[src/rtl/sram_ctl_pkg.sv]
`timescale 1ns/1ps
package sram_ctl_pkg;

    typedef enum logic [2:0] {
        PH_IDLE,
        PH_RD,
        PH_RTURN,
        PH_WSETUP,
        PH_WPULSE,
        PH_WEND
    } phase_e;

    typedef struct packed {
        logic sel;
        logic oe_n;
        logic we_n;
        logic drv;
    } strobe_t;

    // Round a nanosecond figure up to whole clock cycles.
    function automatic int ns2cyc(input int ns, input int per);
        return (ns + per - 1) / per;
    endfunction

    function automatic int imax(input int a, input int b);
        return (a > b) ? a : b;
    endfunction

    // Pin levels for the phase the sequencer is entering.
    function automatic strobe_t phase_pins(input phase_e ph, input logic idle_sel);
        strobe_t s;
        s.sel  = (ph != PH_IDLE) ? 1'b1 : idle_sel;
        s.oe_n = (ph != PH_RD);
        s.we_n = (ph != PH_WPULSE);
        s.drv  = (ph == PH_WPULSE);
        return s;
    endfunction

endpackage

[src/rtl/sramc_sequencer.sv]
`timescale 1ns/1ps
module sramc_sequencer
    import sram_ctl_pkg::*;
#(
    parameter int RD_CYC        = 14,
    parameter int WE_CYC        = 11,
    parameter int WEND_CYC      = 2,
    parameter int TURN_CYC      = 5,
    parameter bit IDLE_DESELECT = 1'b1,
    parameter int CNT_W         = 4
) (
    input  logic    clk,
    input  logic    rst,
    input  logic    start,
    input  logic    start_wr,
    output logic    idle,
    output logic    capture,
    output strobe_t pins
);

    logic    idle_sel;
    phase_e  ph_q, ph_d;
    logic [CNT_W-1:0] cnt_q, cnt_d;
    strobe_t pins_q;

    generate
        if (IDLE_DESELECT) begin : g_idle_off
            assign idle_sel = 1'b0;
        end else begin : g_idle_on
            assign idle_sel = 1'b1;
        end
    endgenerate

    always_comb begin
        ph_d    = ph_q;
        cnt_d   = cnt_q;
        capture = 1'b0;
        unique case (ph_q)
            PH_IDLE: begin
                if (start) begin
                    if (start_wr) begin
                        ph_d  = PH_WSETUP;
                        cnt_d = '0;
                    end else begin
                        ph_d  = PH_RD;
                        cnt_d = CNT_W'(RD_CYC - 1);
                    end
                end
            end
            PH_RD: begin
                if (cnt_q == '0) begin
                    capture = 1'b1;
                    ph_d    = PH_RTURN;
                    cnt_d   = CNT_W'(TURN_CYC - 1);
                end else begin
                    cnt_d = cnt_q - 1'b1;
                end
            end
            PH_RTURN: begin
                if (cnt_q == '0) ph_d = PH_IDLE;
                else             cnt_d = cnt_q - 1'b1;
            end
            PH_WSETUP: begin
                ph_d  = PH_WPULSE;
                cnt_d = CNT_W'(WE_CYC - 1);
            end
            PH_WPULSE: begin
                if (cnt_q == '0) begin
                    ph_d  = PH_WEND;
                    cnt_d = CNT_W'(WEND_CYC - 1);
                end else begin
                    cnt_d = cnt_q - 1'b1;
                end
            end
            PH_WEND: begin
                if (cnt_q == '0) ph_d = PH_IDLE;
                else             cnt_d = cnt_q - 1'b1;
            end
            default: ph_d = PH_IDLE;
        endcase
    end

    always_ff @(posedge clk) begin
        if (rst) begin
            ph_q   <= PH_IDLE;
            cnt_q  <= '0;
            pins_q <= phase_pins(PH_IDLE, idle_sel);
        end else begin
            ph_q   <= ph_d;
            cnt_q  <= cnt_d;
            pins_q <= phase_pins(ph_d, idle_sel);
        end
    end

    assign idle = (ph_q == PH_IDLE);
    assign pins = pins_q;

    assert_strobe_needs_select_R2: assert property (@(posedge clk) disable iff (rst)
        (!pins_q.we_n || !pins_q.oe_n) |-> pins_q.sel);
    assert_no_read_during_write_R3: assert property (@(posedge clk) disable iff (rst)
        !pins_q.oe_n |-> pins_q.we_n);
    assert_oe_off_in_write_R5: assert property (@(posedge clk) disable iff (rst)
        !pins_q.we_n |-> pins_q.oe_n);
    assert_drive_only_we_low_R5: assert property (@(posedge clk) disable iff (rst)
        pins_q.drv |-> !pins_q.we_n);
    assert_ready_pins_quiet_R6: assert property (@(posedge clk) disable iff (rst)
        idle |-> (pins_q.we_n && pins_q.oe_n && !pins_q.drv));
    assert_we_rise_to_busy_R6: assert property (@(posedge clk) disable iff (rst)
        $rose(pins_q.we_n) |-> !idle);

endmodule

[src/rtl/sramc_datapath.sv]
`timescale 1ns/1ps
module sramc_datapath #(
    parameter int AW = 17,
    parameter int DW = 8
) (
    input  logic          clk,
    input  logic          rst,
    input  logic          load,
    input  logic [AW-1:0] ld_addr,
    input  logic [DW-1:0] ld_data,
    input  logic          capture,
    input  logic [DW-1:0] dq_in,
    output logic [AW-1:0] addr,
    output logic [DW-1:0] dq_out,
    output logic [DW-1:0] rdata,
    output logic          rsp_valid
);

    logic [AW-1:0] addr_q;
    logic [DW-1:0] wdata_q;
    logic [DW-1:0] rdata_q;
    logic          rsp_q;

    always_ff @(posedge clk) begin
        if (rst) begin
            addr_q  <= '0;
            wdata_q <= '0;
            rdata_q <= '0;
            rsp_q   <= 1'b0;
        end else begin
            if (load) begin
                addr_q  <= ld_addr;
                wdata_q <= ld_data;
            end
            if (capture) rdata_q <= dq_in;
            rsp_q <= capture;
        end
    end

    assign addr      = addr_q;
    assign dq_out    = wdata_q;
    assign rdata     = rdata_q;
    assign rsp_valid = rsp_q;

    assert_rsp_single_R3: assert property (@(posedge clk) disable iff (rst)
        rsp_q |=> !rsp_q);

endmodule

[src/rtl/async_sram_ctrl.sv]
`timescale 1ns/1ps
module async_sram_ctrl
    import sram_ctl_pkg::*;
#(
    parameter int AW            = 17,
    parameter int DW            = 8,
    parameter int CLK_NS        = 5,
    parameter int T_ADDR_ACC_NS = 70,
    parameter int T_OE_ACC_NS   = 35,
    parameter int T_RD_CYC_NS   = 70,
    parameter int T_WR_CYC_NS   = 70,
    parameter int T_WE_PW_NS    = 50,
    parameter int T_SEL_WEND_NS = 60,
    parameter int T_D_SETUP_NS  = 30,
    parameter int T_OE_REL_NS   = 25,
    parameter bit IDLE_DESELECT = 1'b1
) (
    input  logic          clk,
    input  logic          rst,
    input  logic          req_valid,
    output logic          req_ready,
    input  logic          req_write,
    input  logic [AW-1:0] req_addr,
    input  logic [DW-1:0] req_wdata,
    output logic          rsp_valid,
    output logic [DW-1:0] rsp_rdata,
    output logic [AW-1:0] mem_addr,
    output logic          mem_ce1_n,
    output logic          mem_ce2,
    output logic          mem_oe_n,
    output logic          mem_we_n,
    output logic [DW-1:0] mem_dq_out,
    output logic          mem_dq_oe,
    input  logic [DW-1:0] mem_dq_in
);

    // Address, selects and output enable change on the same edge, so the
    // read strobe spans the longest of the three read minimums.
    localparam int RD_CYC = imax(imax(ns2cyc(T_ADDR_ACC_NS, CLK_NS),
                                      ns2cyc(T_OE_ACC_NS, CLK_NS)),
                                 ns2cyc(T_RD_CYC_NS, CLK_NS));
    // One setup cycle precedes the pulse; selects count from that cycle.
    localparam int WE_CYC = imax(imax(ns2cyc(T_WE_PW_NS, CLK_NS),
                                      ns2cyc(T_SEL_WEND_NS, CLK_NS) - 1),
                                 imax(ns2cyc(T_D_SETUP_NS, CLK_NS), 1));
    localparam int WEND_CYC = imax(1, ns2cyc(T_WR_CYC_NS, CLK_NS) - 1 - WE_CYC);
    localparam int TURN_CYC = imax(1, ns2cyc(T_OE_REL_NS, CLK_NS));
    localparam int MAX_CYC  = imax(imax(RD_CYC, WE_CYC), imax(WEND_CYC, TURN_CYC));
    localparam int CNT_W    = $clog2(MAX_CYC + 1);

    logic    idle, capture, start;
    strobe_t pins;

    assign start     = req_valid && idle;
    assign req_ready = idle;

    sramc_sequencer #(
        .RD_CYC(RD_CYC), .WE_CYC(WE_CYC), .WEND_CYC(WEND_CYC),
        .TURN_CYC(TURN_CYC), .IDLE_DESELECT(IDLE_DESELECT), .CNT_W(CNT_W)
    ) u_seq (
        .clk(clk), .rst(rst), .start(start), .start_wr(req_write),
        .idle(idle), .capture(capture), .pins(pins)
    );

    sramc_datapath #(.AW(AW), .DW(DW)) u_dp (
        .clk(clk), .rst(rst), .load(start), .ld_addr(req_addr),
        .ld_data(req_wdata), .capture(capture), .dq_in(mem_dq_in),
        .addr(mem_addr), .dq_out(mem_dq_out), .rdata(rsp_rdata),
        .rsp_valid(rsp_valid)
    );

    assign mem_ce1_n = !pins.sel;
    assign mem_ce2   = pins.sel;
    assign mem_oe_n  = pins.oe_n;
    assign mem_we_n  = pins.we_n;
    assign mem_dq_oe = pins.drv;

    assert_addr_steady_in_write_R5: assert property (@(posedge clk) disable iff (rst)
        (!mem_we_n && $past(!mem_we_n)) |-> ($stable(mem_addr) && $stable(mem_dq_out)));
    assert_rdata_held_R9: assert property (@(posedge clk) disable iff (rst)
        !rsp_valid |-> $stable(rsp_rdata));
    assert_no_take_while_busy_R6: assert property (@(posedge clk) disable iff (rst)
        !req_ready |=> $stable(mem_addr) || $past(mem_we_n && mem_oe_n && !req_ready) || req_ready);

endmodule

[config.mk]
export PLATFORM = sky130hd
export DESIGN_NAME = async_sram_ctrl
export DESIGN_NICKNAME = d
export VERILOG_FILES = /design/src/rtl/sram_ctl_pkg.sv /design/src/rtl/sramc_sequencer.sv /design/src/rtl/sramc_datapath.sv /design/src/rtl/async_sram_ctrl.sv
export SDC_FILE = /design/constraint.sdc
export NUM_CORES = 1
export LEC_CHECK = 0
export ABC_AREA = 1
export BUFFER_PORTS_ARGS = -buffer_cell sky130_fd_sc_hd__buf_4
export CORE_MARGIN = 4
export CORE_UTILIZATION = 31
export DETAILED_ROUTE_END_ITERATION = 10
export HOLD_SLACK_MARGIN = 0.06
export PLACE_DENSITY = 0.57
export SYNTH_ARGS = -nofsm -noshare
export SYNTH_HDL_FRONTEND = slang
export SYNTH_SLANG_ARGS = --single-unit
[constraint.sdc]
create_clock -name clk -period 2.76 [get_ports clk]
set_input_delay 0.276 -clock clk [delete_from_list [all_inputs] [get_ports clk]]
set_output_delay 0.276 -clock clk [all_outputs]
set_load 0.01 [all_outputs]
# --- After elaboration in Yosys (flattened, before gate mapping) ---
# Cells that the tools add are included.
word_totals:
  register_bits: 45
  inputBits: 37
  output_inout_bits: 40
  wordCells: 44
op_classes:
  addsub: 1
  n_eq_ne: 10
  n_mux: 15
  n_reduce_logical: 8
op_table:
  columns: ["op", "count"]
  rows:
  - ["4-bit 2-to-1 mux", 5]
  - ["4-bit one-hot mux with 5 select lines", 1]
  - ["3-bit one-hot mux with 5 select lines", 1]
  - ["3-bit 2-to-1 mux", 4]
  - ["3-bit == test (second input constant)", 3]
  - ["3-bit by 2-bit == test with 1-bit output (second input constant)", 2]
  - ["5-bit nonzero test", 1]
  - ["4-bit zero test", 1]
  - ["4-bit by 1-bit subtractor with 4-bit output (second input constant)", 1]
  - ["3-bit by 1-bit == test with 1-bit output (second input constant)", 1]
  - ["3-bit zero test", 1]
  - ["1-bit 2-to-1 mux", 3]
  - ["3-bit by 1-bit != test with 1-bit output (second input constant)", 1]
  - ["3-bit != test (second input constant)", 1]
  - ["3-bit AND reduction", 1]
  - ["3-bit nonzero test", 1]
  - ["2-bit 2-to-1 mux", 1]
  - ["2-bit by 1-bit != test with 1-bit output (second input constant)", 1]
  - ["2-bit != test (second input constant)", 1]
  - ["2-bit OR reduction", 1]
  - ["1-bit logical AND", 1]
  - ["1-bit zero test", 1]

# --- Logic depth before layout (Yosys ltp) ---
# Gate-level depths: netlist (run 1).
depth:
  depth_word: 6
  ltp_mapped: 12
  ltp_nobuf: 11

# --- Cells and area by module ---
# Synthesis (run 1) repeated with hierarchy kept, for this count alone.
unflattened:
  hier_cells: 318
  area_unflattened_um2: 2048.2
modules_own_cells:
  columns: ["module", "n_inst", "cells_each", "area_each_um2", "seq_area_each_um2"]
  rows:
  - ["sramc_datapath", 1, 213, 1411.4, 680.7]
  - ["sramc_sequencer", 1, 102, 625.6, 220.2]
  - ["async_sram_ctrl", 1, 3, 11.3, 0.0]

# --- Least setup slack after synthesis (run 1) ---
# OpenSTA, ideal clock, no wires.
synth_path:
  path_type: "flip-flop to flip-flop"
  startpoint: "register u_seq.cnt_q[0]"
  endpoint: "register u_seq.pins_q (netlist bit u_seq.pins[2])"
  setup_time_ns: 0.115
  arrival_time_ns: 1.233
  required_time_ns: 2.645
  path_slack_ns: 1.413
  path_stages_with_launch: 10
  n_path_buf: 1
  synth_period_minus_slack_ns: 1.347
  cell_sequence: "dfxtp_1 -> inv_1 -> ha_1 -> nand2_1 -> inv_1 -> nand2_1 -> buf_6 -> o221ai_1 -> nor2_1 -> nand2_1"
synth_between:
  elab_chain_len: 4
  elab_cells_between_ends: 6
  cone_classes: "eq/ne (1); mux (4); reduce/logical (1)"
synth_rtl:
  columns: ["item", "line", "text"]
  rows:
  - ["from (decl)", "sramc_sequencer.sv:23", "logic [CNT_W-1:0] cnt_q, cnt_d;"]
  - ["from (signal assigned)", "sramc_sequencer.sv:90", "cnt_q <= cnt_d;"]
  - ["4-bit zero test (*)", null, null]
  - ["3-bit 2-to-1 mux (on tied branches)", null, null]
  - ["3-bit one-hot mux with 5 select lines (*)", "sramc_sequencer.sv:38", "unique case (ph_q)"]
  - ["3-bit by 1-bit != test with 1-bit output (*)", "sram_ctl_pkg.sv:33", "s.oe_n = (ph != PH_RD);"]
  - ["to (signal assigned)", "sramc_sequencer.sv:87", "pins_q <= phase_pins(PH_IDLE, idle_sel);"]
  - ["to (signal assigned)", "sramc_sequencer.sv:91", "pins_q <= phase_pins(ph_d, idle_sel);"]
  - ["to (decl)", "sramc_sequencer.sv:24", "strobe_t pins_q;"]
# Every way passes the cells marked *; elsewhere a longest branch is shown, timed or not.
# A chain may end at the register's enable or synchronous reset.

# --- Final worst setup path (run 1) ---
# Ends and elaborated chain as after synthesis.

==> metrics.md, run 1 <==
| Metric | Value |
|---|---|
| Critical path class | reg2reg |
| Most frequent cells in the layout | buf_4, nand2_1, dfxtp_1, nor2_1 |
| Crit path DAT | 1.85 ns |
| Fmax | 600 MHz |
| Grt met1 use | 13.6% |
| Via density | 4.41 |
| Final ANT Viol Nets | 0 |
| Max Slew Vio Count | 0 |
| Slowest stage delay, CP | 0.33 ns |
| Clock sink count | 45 |
| Critical path peak fanout | 11 |
| Final setup TNS | 0 ns |
| FF-to-FF path depth | 8 |
| Crit-path cells | inv_1 > ha_1 > nand2_1 > inv_1 > nand2_1 > o221ai_1 > nor2_1 > nand2_1 |
| Reg2reg end | u_seq.pins[2]$_SDFF_PP1_ |
| Total grt overflow | 0 |
| Gr busiest metal | met2 |
| Worst skew pair latency | 0.29 ns |
| Power Density | 898 mW/mm² |
| Peak VDD IR | 0.000317 V |
| Syn_nets | 291 |
| CTS tree | yes |
| WL final | 4.47 mm |
| Slew headroom | 70.2% |
| Startpoint types | flop |
| Reg2reg start | u_seq.cnt_q[0]$_SDFFE_PP0P_ |
| Area Growth Syn to Fin | 32.6% |
| Syn Area/Cell | 7.97 µm² |
| CP max stage cell | dfxtp_1 |
| Setup Skew | 0.00337 ns |
| Initial Utilization | 31.8% |
| H-tree Lvls | 2 |
| Total CTS buffers | 5 |
| Routed len/inst | 11.1 µm |
| Largest net degree at the start of global routing | 31 |
| Initial antenna violation count | 0 |
| # port buffers | 76 |
| Top Ports | 77 |
| Setup Buffers After CTS | 0 |
| Worst EP required | 2.94 ns |
| CTS Hold Bufs | 0 |
| Filler cell count in the final layout | 673 |
| Outcome | finished, final reports clean |
| DR DRC count | 0 |
| Initial drt markers | 69 |
| Final critical-path setup slack | 1.09 ns |
| Number of synthesized flops with an enable pin | 0 |
| Final setup violation count | 0 |
| Reg clk slew, reported paths | 0.08 ns |
| Share of cells above drive strength 1 | 41.0% |
| Detailed Place HPWL | 3.31 mm |
| Flops & latches, synth | 45 |
| Endpoint class of the critical path | flop |
| Post-synthesis cell count | 252 |
| CP startpoint | u_seq.cnt_q[0]$_SDFFE_PP0P_ |
| Met3 global-route usage | 5.03% |
| Total vias in the final route | 1769 |
| Tightest Pin Transition | 0.447 ns |
| Dominant synthesized flop cell | dfxtp_1 |
| CTS root buf | clkbuf_8 |
| Drt pass-1 iters | 4 |
| Leading cell type in the layout, fill and taps excluded | buf_4 |
| ANT cells | 0 |
| Die X | 88.5 µm |
| RSZ-0062 raised after global routing | false |
| Post-layout min period | 1.67 ns |
| Unique masters post-synth | 31 |
| Worst slack at placement | 1.10 ns |
| Core Region | 0.00631 mm² |
| First-pass GRT wire length | 7.34 mm |
| Share of flip-flops with an asynchronous set or reset | 0% |
| HP Class | in2reg |
| Max Buffers Root-to-Sink | 2 |
| Worst setup endpoint | u_seq.pins[2]$_SDFF_PP1_ |
| Number of global-route vias before repair | 1695 |
| Tcrit/Tclk final | 60.3% |
| Fin nets | 363 |
| Leak Pwr | 1.23 nW |
| Rows | 29 |
| Seq/Total Area, Yosys | 44.9% |
| Die area | 0.00783 mm² |
| Cell mode on critical path | nand2_1 |
| Final Util | 42.2% |
| YS warnings | 0 |
| Total track usage | 11.8% |
| Synthesized area | 0.00201 mm² |
| Number of max-cap violations | 0 |
| Met2 Track Usage GR | 19.6% |
| Placer congestion estimate | 0.821 |
| Die height | 88.5 µm |
| Hold Vio Cnt, Final | 0 |
| Resize count post-CTS | 0 |
| Register-to-register setup slack | 1.09 ns |
-- kinds of logic (layout without fill, tap and decap cells) --
| group | after synthesis | after routing | share of synthesized area [%] |
|---|---|---|---|
| buffers and inverters | 34 | 106 | 9.41 |
| xor gates and xnor gates | 2 | 2 | 0.872 |
| adders and majority gates | 2 | 2 | 1.25 |
| and+or+nand+nor | 126 | 126 | 28.6 |
| DFF | 45 | 45 | 44.9 |
| AOI/OAI and AO/OA | 43 | 43 | 15.0 |
-- report_power, final --
part	switching (W)	internal (W)
registers	0.000108	0.000805
logic	0.000625	0.000450
clock network	0.000207	0.000199
total	0.000940	0.00145
-- critical path, delay by kind of cell, from the launching register on --
kind	cells	cell delay (ns)
AOI/OAI and AO/OA	1	0.24
adders and majority gates	1	0.19
and+or+nand+nor	4	0.61
buffers and inverters	2	0.19
DFF	1	0.33
-- area by class of cell --
type                            instances  area [µm²]  area share, %
Clock buffer                            7        86.3           3.24
Inverter                               23        91.3           3.43
Multi-Input combinational cell        173         918           34.5
Sequential cell                        45         901           33.8
Tap cell                               77        96.3           3.62
Timing Repair Buffer                   76         571           21.4
-- synthesized netlist by cell type, types with 2 or more instances --
library cell	instances	share of area, %
nand2_4	2	1.1
buf_2	3	0.75
nor2_1	29	5.4
buf_6	2	1.1
dfxtp_1	45	45
nand3_1	5	1.2
o21ai_0	9	2.2
nand2_1	64	12
inv_1	19	3.6
a21oi_1	9	2.2
ha_1	2	1.2
inv_2	3	0.56
a21oi_2	21	9.2
buf_12	2	2.0
nand2_2	21	6.5
-- worst min-delay path by stage --
stage	slack, ns	startpoint	depth (start not counted)	endpoint
floorplan	0.41	req_addr[0]	2	u_dp.addr[0]$_SDFFE_PP0P_
global placement	0.46	u_dp.addr[11]$_SDFFE_PP0P_	2	u_dp.addr[11]$_SDFFE_PP0P_
detailed placement	0.46	u_dp.addr[11]$_SDFFE_PP0P_	2	u_dp.addr[11]$_SDFFE_PP0P_
CTS	0.22	req_addr[0]	3	u_dp.addr[0]$_SDFFE_PP0P_
global route	0.21	req_wdata[3]	3	u_dp.dq_out[3]$_SDFFE_PP0P_
finish	0.23	req_addr[0]	3	u_dp.addr[0]$_SDFFE_PP0P_
-- registers in the layout, indices dropped and copies added, names as in the netlist --
name and count:
u_seq.pins 4, u_dp.rdata 8, u_dp.addr 17, u_dp.dq_out 8, u_dp.rsp_valid 1, u_seq.cnt_q 4, u_seq.ph_q 3
-- per-stage QoR --
step	power, W	std cells	hold slack, ns	cell area (µm²)
finish	0.00239	401	0.232	2660
global route	0.00262	401	0.211	2660
CTS	0.00245	401	0.216	2660
detailed placement	0.00202	394	0.462	2580
global placement	0.00202	394	0.458	2580
floorplan	0.00172	252	0.412	2010
-- layer usage --
layer	part of all wire, %	wire (µm)
met1	43	1910
met2	47	2090
met3	8.8	391
met4	1.5	68
met5	0	0
No activity file was read; power rests on OpenSTA's default activity.
==> run 2, diff against run 1 <==
- clock period: 2.76 -> 1.6 ns (I/O delays scaled with it)
==> run 2 against run 1 <==
Net effect: first-iteration DRC count is 25% lower; total power is 75% higher; utilization is 0.55 points higher; final area is 1.3% higher; die area stayed put; setup slack worse by 0.92 ns; critical path depth stayed put; clock skew is 0.0052 ns higher; register-to-register slack worse by 0.92 ns; combinational power is 78% higher; largest power group unchanged; worst hold slack worse by 0.12 ns; sequential share of layout area is 0.35 points lower.
==> metrics.md, run 2 (synthesized netlist as in run 1, its figures left out) <==
| Metric | Value |
|---|---|
| Outcome | finished, final reports clean |
| HP Class | in2reg |
| Slew headroom | 71.1% |
| Initial antenna violation count | 0 |
| Endpoint class of the critical path | flop |
| Total track usage | 12.0% |
| Worst EP required | 1.78 ns |
| Area Growth Syn to Fin | 34.4% |
| Initial drt markers | 52 |
| CTS tree | yes |
| Die height | 88.5 µm |
| Worst skew pair latency | 0.29 ns |
| CTS root buf | clkbuf_8 |
| Startpoint types | flop |
| Final non-filler cell total | 405 |
| Cells after DPL | 398 |
| Max Slew Vio Count | 0 |
| Peak VDD IR | 0.000531 V |
| Most frequent cells in the layout | buf_4, nand2_1, dfxtp_1, nor2_1, nand2_2 |
| Clock Power Share | 16.6% |
| Share of cells above drive strength 1 | 42.7% |
| Final setup violation count | 0 |
| RSZ-0062 raised after global routing | false |
| Final setup TNS | 0 ns |
| Core Region | 0.00631 mm² |
| Comb power frac | 45.5% |
| Rows | 29 |
| Top Ports | 77 |
| Tightest Pin Transition | 0.434 ns |
| Routed len/inst | 10.9 µm |
| Worst Hold Depth | 3 |
| Total grt overflow | 0 |
| Fin nets | 367 |
| Power share of the sequential group | 37.9% |
| Critical path class | reg2reg |
| Final critical-path setup slack | 0.174 ns |
| ANT cells | 0 |
| Hold Vio Cnt, Final | 0 |
| Via density | 4.37 |
| # port buffers | 76 |
| Worst slack at placement | 0.128 ns |
| Internal | 0.00255 W |
| Max reg flops | 17 |
| Area of placed instances | 0.00261 mm² |
| Largest net degree at the start of global routing | 30 |
| Number of global-route vias before repair | 1710 |
| Initial Utilization | 31.8% |
| Die X | 88.5 µm |
| Clock sink count | 45 |
| Final ANT Viol Nets | 0 |
| FF-to-FF path depth | 8 |
| H-tree Lvls | 2 |
| Detailed Place HPWL | 3.34 mm |
| Leading cell type in the layout, fill and taps excluded | buf_4 |
| First-pass GRT wire length | 7.49 mm |
| Leak Pwr | 1.24 nW |
| Total CTS buffers | 5 |
| Post-layout min period | 1.43 ns |
| WL final | 4.42 mm |
| DR DRC count | 0 |
| Sw frac | 38.9% |
| Final instance area | 0.00270 mm² |
| Setup Skew | 0.00859 ns |
| Reg clk slew, reported paths | 0.08 ns |
| Power Density | 1550 mW/mm² |
| Drt pass-1 iters | 5 |
| Critical path peak fanout | 9 |
| Total vias in the final route | 1768 |
| Number of max-cap violations | 0 |
| Placer congestion estimate | 0.831 |
| Fmax | 701 MHz |
| Die area | 0.00783 mm² |
| Psw | 0.00163 W |
| Max Buffers Root-to-Sink | 2 |
| Crit path DAT | 1.61 ns |
| Tcrit/Tclk final | 89.1% |
| CTS Hold Bufs | 0 |
## run 2: cell type report
type,count,area [µm²]
Clock buffer,7,86.3
Fill cell,648,3610
Inverter,23,91.3
Multi-Input combinational cell,173,921
Sequential cell,45,903
Tap cell,77,96.3
Timing Repair Buffer,80,601
## run 2: routing by layer
layer | up-vias | track usage [%] | part of all wire, %
met2 | 50 | 19.6 | 47
met1 | 776 | 14.4 | 44
met5 | - | 0 | 0
met4 | 0 | 3.98 | 1.3
met3 | 6 | 4.75 | 8.5
li1 | 936 | - | -
## run 2: final timing paths
| path | from | to | slack (ns) |
|---|---|---|---|
| max | u_seq.cnt_q[0]$_SDFFE_PP0P_ | u_dp.rdata[4]$_SDFFE_PP0P_ | 0.17 |
| max reg2reg | u_seq.cnt_q[0]$_SDFFE_PP0P_ | u_dp.rdata[4]$_SDFFE_PP0P_ | 0.17 |
| min reg2reg | u_dp.addr[10]$_SDFFE_PP0P_ | u_dp.addr[10]$_SDFFE_PP0P_ | 0.47 |
| min | req_wdata[1] | u_dp.dq_out[1]$_SDFFE_PP0P_ | 0.11 |
## run 2: repair_timing
action,CTS,global route
resized for setup,0,4
setup endpoints to repair,0,5
buffers inserted,0,0
## run 2: metrics by stage
stage	hold WS, ns	power, W	utilization, %
final	0.112	0.00418	42.7
after global routing	0.102	0.00458	42.7
after CTS	0.102	0.00424	42.7
after detailed placement	0.414	0.00353	41.3
after global placement	0.409	0.00352	41.3
after floorplan	0.296	0.00296	-
## run 2: power groups by stage
stage / Combinational (W) / Clock (W) / Sequential (W)
3_5_place_dp: 0.00192 / 0 / 0.00161
4_1_cts: 0.00192 / 0.000730 / 0.00159
6_report: 0.00190 / 0.000694 / 0.00159
2_1_floorplan: 0.00131 / 0 / 0.00165
5_1_grt: 0.00218 / 0.000770 / 0.00163
3_3_place_gp: 0.00191 / 0 / 0.00161
## run 2: worst max-delay path, stage by stage (launching register included)
cell     delay, ns
dfxtp_1       0.31
inv_1         0.12
ha_1          0.18
nand2_2       0.08
inv_1         0.11
nand2_1       0.12
buf_4         0.19
o21ai_0       0.15
nor2_1        0.06
==> run 3, diff against run 2 <==
- ABC_AREA: 1 -> default
==> run 3 against run 2 <==
Net effect: sequential power down 6%; clock power up 3.2%; via count up 2.8%; utilization up 3.3 points; final area up 2.3%; combinational power about the same; total power down 2.1%; clock skew about the same; largest power group unchanged.
==> metrics.md, run 3 <==
| Metric | Value |
|---|---|
| Comb power frac | 45.7% |
| Critical path class | reg2reg |
| Outcome | finished, final reports clean |
| Post-synthesis cell count | 227 |
| Slew headroom | 78.1% |
| Initial antenna violation count | 0 |
| Tcrit/Tclk final | 94.3% |
| Power Density | 1480 mW/mm² |
| Reg clk slew, reported paths | 0.09 ns |
| Leak Pwr | 1.24 nW |
| Clock Power Share | 17.5% |
| Area share of the largest cell type after synthesis | 46.3% |
| Unique masters post-synth | 43 |
| WHS | 0.0814 ns |
| ANT cells | 0 |
| Setup Skew | 0.00857 ns |
| Synth top cells by count | nand2_1, dfxtp_1, a21oi_1 |
| Largest cells by area after synthesis | dfxtp_1, nand2_1, a21oi_1, mux2i_1, nor2_1 |
| WL final | 4.82 mm |
| Max Buffers Root-to-Sink | 2 |
| Final setup violation count | 0 |
| Placer congestion estimate | 0.825 |
| Flops & latches, synth | 45 |
| Total track usage | 12.8% |
| Number of global-route vias before repair | 1748 |
| HP Class | in2reg |
| Dominant synthesized flop cell | dfxtp_1 |
| Endpoint class of the critical path | flop |
| Power, Total | 0.00409 W |
| Final ANT Viol Nets | 0 |
| Startpoint types | flop |
| Worst skew pair latency | 0.30 ns |
| Sw frac | 36.3% |
| Syn_nets | 266 |
| Total CTS buffers | 5 |
| RSZ-0062 raised after global routing | true |
| Die area | 0.00760 mm² |
| Cell with the most instances after synthesis | nand2_1 |
| CP max stage cell | or4_1 |
| DR DRC count | 0 |
| H-tree Lvls | 2 |
| Leading cell type in the layout, fill and taps excluded | buf_4 |
| Syn Area/Cell | 8.57 µm² |
| Critical path peak fanout | 4 |
| WHS Endpoint | u_dp.rdata[1]$_SDFFE_PP0P_ |
| Crit-path cells | inv_2 > ha_4 > nand4bb_1 > a21oi_1 > or4_1 > o311ai_2 |
| Slowest stage delay, CP | 0.49 ns |
| Seq/Total Area, Yosys | 46.3% |
| Clock sink count | 45 |
| Routed len/inst | 12.5 µm |
| CTS root buf | clkbuf_8 |
| Tightest Pin Transition | 0.327 ns |
| Hold Vio Cnt, Final | 0 |
| Post-layout min period | 1.51 ns |
| First-pass GRT wire length | 7.71 mm |
| Top Ports | 77 |
| Peak VDD IR | 0.000554 V |
| FF-to-FF path depth | 6 |
| Psw | 0.00149 W |
| Share of cells above drive strength 1 | 37.1% |
| Area Growth Syn to Fin | 42.0% |
| Total vias in the final route | 1818 |
| Number of synthesized flops with an enable pin | 0 |
| Worst EP required | 1.81 ns |
| Hold path start | mem_dq_in[1] |
| Die height | 87.2 µm |
| Crit path DAT | 1.72 ns |
| Share of flip-flops with an asynchronous set or reset | 0% |
| Register-to-register setup slack | 0.09 ns |
| # port buffers | 76 |
| Die X | 87.2 µm |
| Detailed Place HPWL | 3.54 mm |
| Fin nets | 348 |
| CTS tree | yes |
| Via density | 4.72 |
| Fmax | 663 MHz |
| Number of max-cap violations | 0 |
| Most frequent cells in the layout | buf_4, nand2_1, dfxtp_1, a21oi_1, nor2_1 |
| Internal | 0.00260 W |
| Reg2reg end | u_seq.cnt_q[3]$_SDFFE_PP0P_ |
| Drt pass-1 iters | 4 |
| Reg2reg start | u_seq.cnt_q[1]$_SDFFE_PP0P_ |
| Largest net degree at the start of global routing | 28 |
| Worst Hold Depth | 3 |
| Max Slew Vio Count | 0 |
| Initial drt markers | 64 |
| Initial Utilization | 32.5% |
| Max reg flops | 17 |
| Total grt overflow | 0 |
| Synthesized area | 0.00194 mm² |
| Top cell type by total area after synthesis | dfxtp_1 |
| Power share of the sequential group | 36.8% |
| Rows | 28 |
| YS warnings | 0 |
| Core Region | 0.00599 mm² |
run 3: worst max-delay path by stage:
stage	start	end	cells past startpoint
floorplan	u_seq.cnt_q[0]$_SDFFE_PP0P_	u_dp.rdata[0]$_SDFFE_PP0P_	7
global placement	u_seq.cnt_q[0]$_SDFFE_PP0P_	u_seq.pins[3]$_SDFF_PP0_	7
detailed placement	u_seq.cnt_q[0]$_SDFFE_PP0P_	u_seq.pins[3]$_SDFF_PP0_	7
CTS	u_seq.cnt_q[0]$_SDFFE_PP0P_	u_seq.pins[3]$_SDFF_PP0_	7
global route	u_seq.ph_q[2]$_SDFF_PP0_	u_dp.dq_out[5]$_SDFFE_PP0P_	6
finish	u_seq.cnt_q[1]$_SDFFE_PP0P_	u_seq.cnt_q[3]$_SDFFE_PP0P_	6
run 3: critical path: cells and delay by family (launching register included):
kind                       cells  cell delay, ns
and+or+nand+nor                2            0.64
DFF                            1            0.37
AOI/OAI and AO/OA              2            0.18
adders and majority gates      1            0.17
buffers and inverters          1            0.07
run 3: what timing repair did:
item                                    4_1_cts  5_1_grt
resized for setup                             2        6
endpoints found under the setup margin        1       39
hold buffers                                  0        0
setup buffers                                 0        1
endpoints found under the hold margin         0        0
run 3: per-stage QoR:
stage	util (%)	worst slack, ns	setup TNS (ns)	cell area [µm²]	std cells
final	46.1	0.0914	0	2760	385
after global routing	46.1	-0.000513	-0.000513	2760	385
after CTS	45.7	0.0158	0	2740	384
after detailed placement	44.1	0.0223	0	2640	376
after global placement	44.1	0.0597	0	2640	376
after floorplan	-	0.0461	0	1940	227
run 3: power groups by stage:
stage,Clock (W),Sequential [W],Combinational (W)
6_report,0.000716,0.00150,0.00187
5_1_grt,0.000806,0.00154,0.00205
4_1_cts,0.000753,0.00150,0.00183
2_1_floorplan,0,0.00153,0.00112
3_3_place_gp,0,0.00152,0.00181
3_5_place_dp,0,0.00152,0.00183
run 3: layout make-up:
cell class / count / area (µm²)
Sequential cell: 45 / 903
Clock inverter: 3 / 21.3
Multi-Input combinational cell: 158 / 936
Tap cell: 75 / 93.8
Timing Repair Buffer: 93 / 714
Clock buffer: 5 / 68.8
Inverter: 6 / 22.5
Fill cell: 581 / 3230
run 3: metal layers:
layer	vias to the layer above	wire length, µm	track usage [%]
li1	926	-	-
met1	830	2110	15.5
met2	57	2260	20.8
met3	5	377	4.82
met4	0	67	4.60
met5	-	0	0
run 3: logic make-up after synthesis:
kind of cell / after synthesis / share of synthesized area, %
adder cells (fa/ha/maj): 2 / 1.29
buffers and inverters: 24 / 6.18
AO/OA/AOI/OAI: 54 / 18.0
XOR/XNOR: 3 / 1.35
AND/OR/NAND/NOR: 91 / 22.8
flip-flops: 45 / 46.3
multiplexers: 8 / 4.12
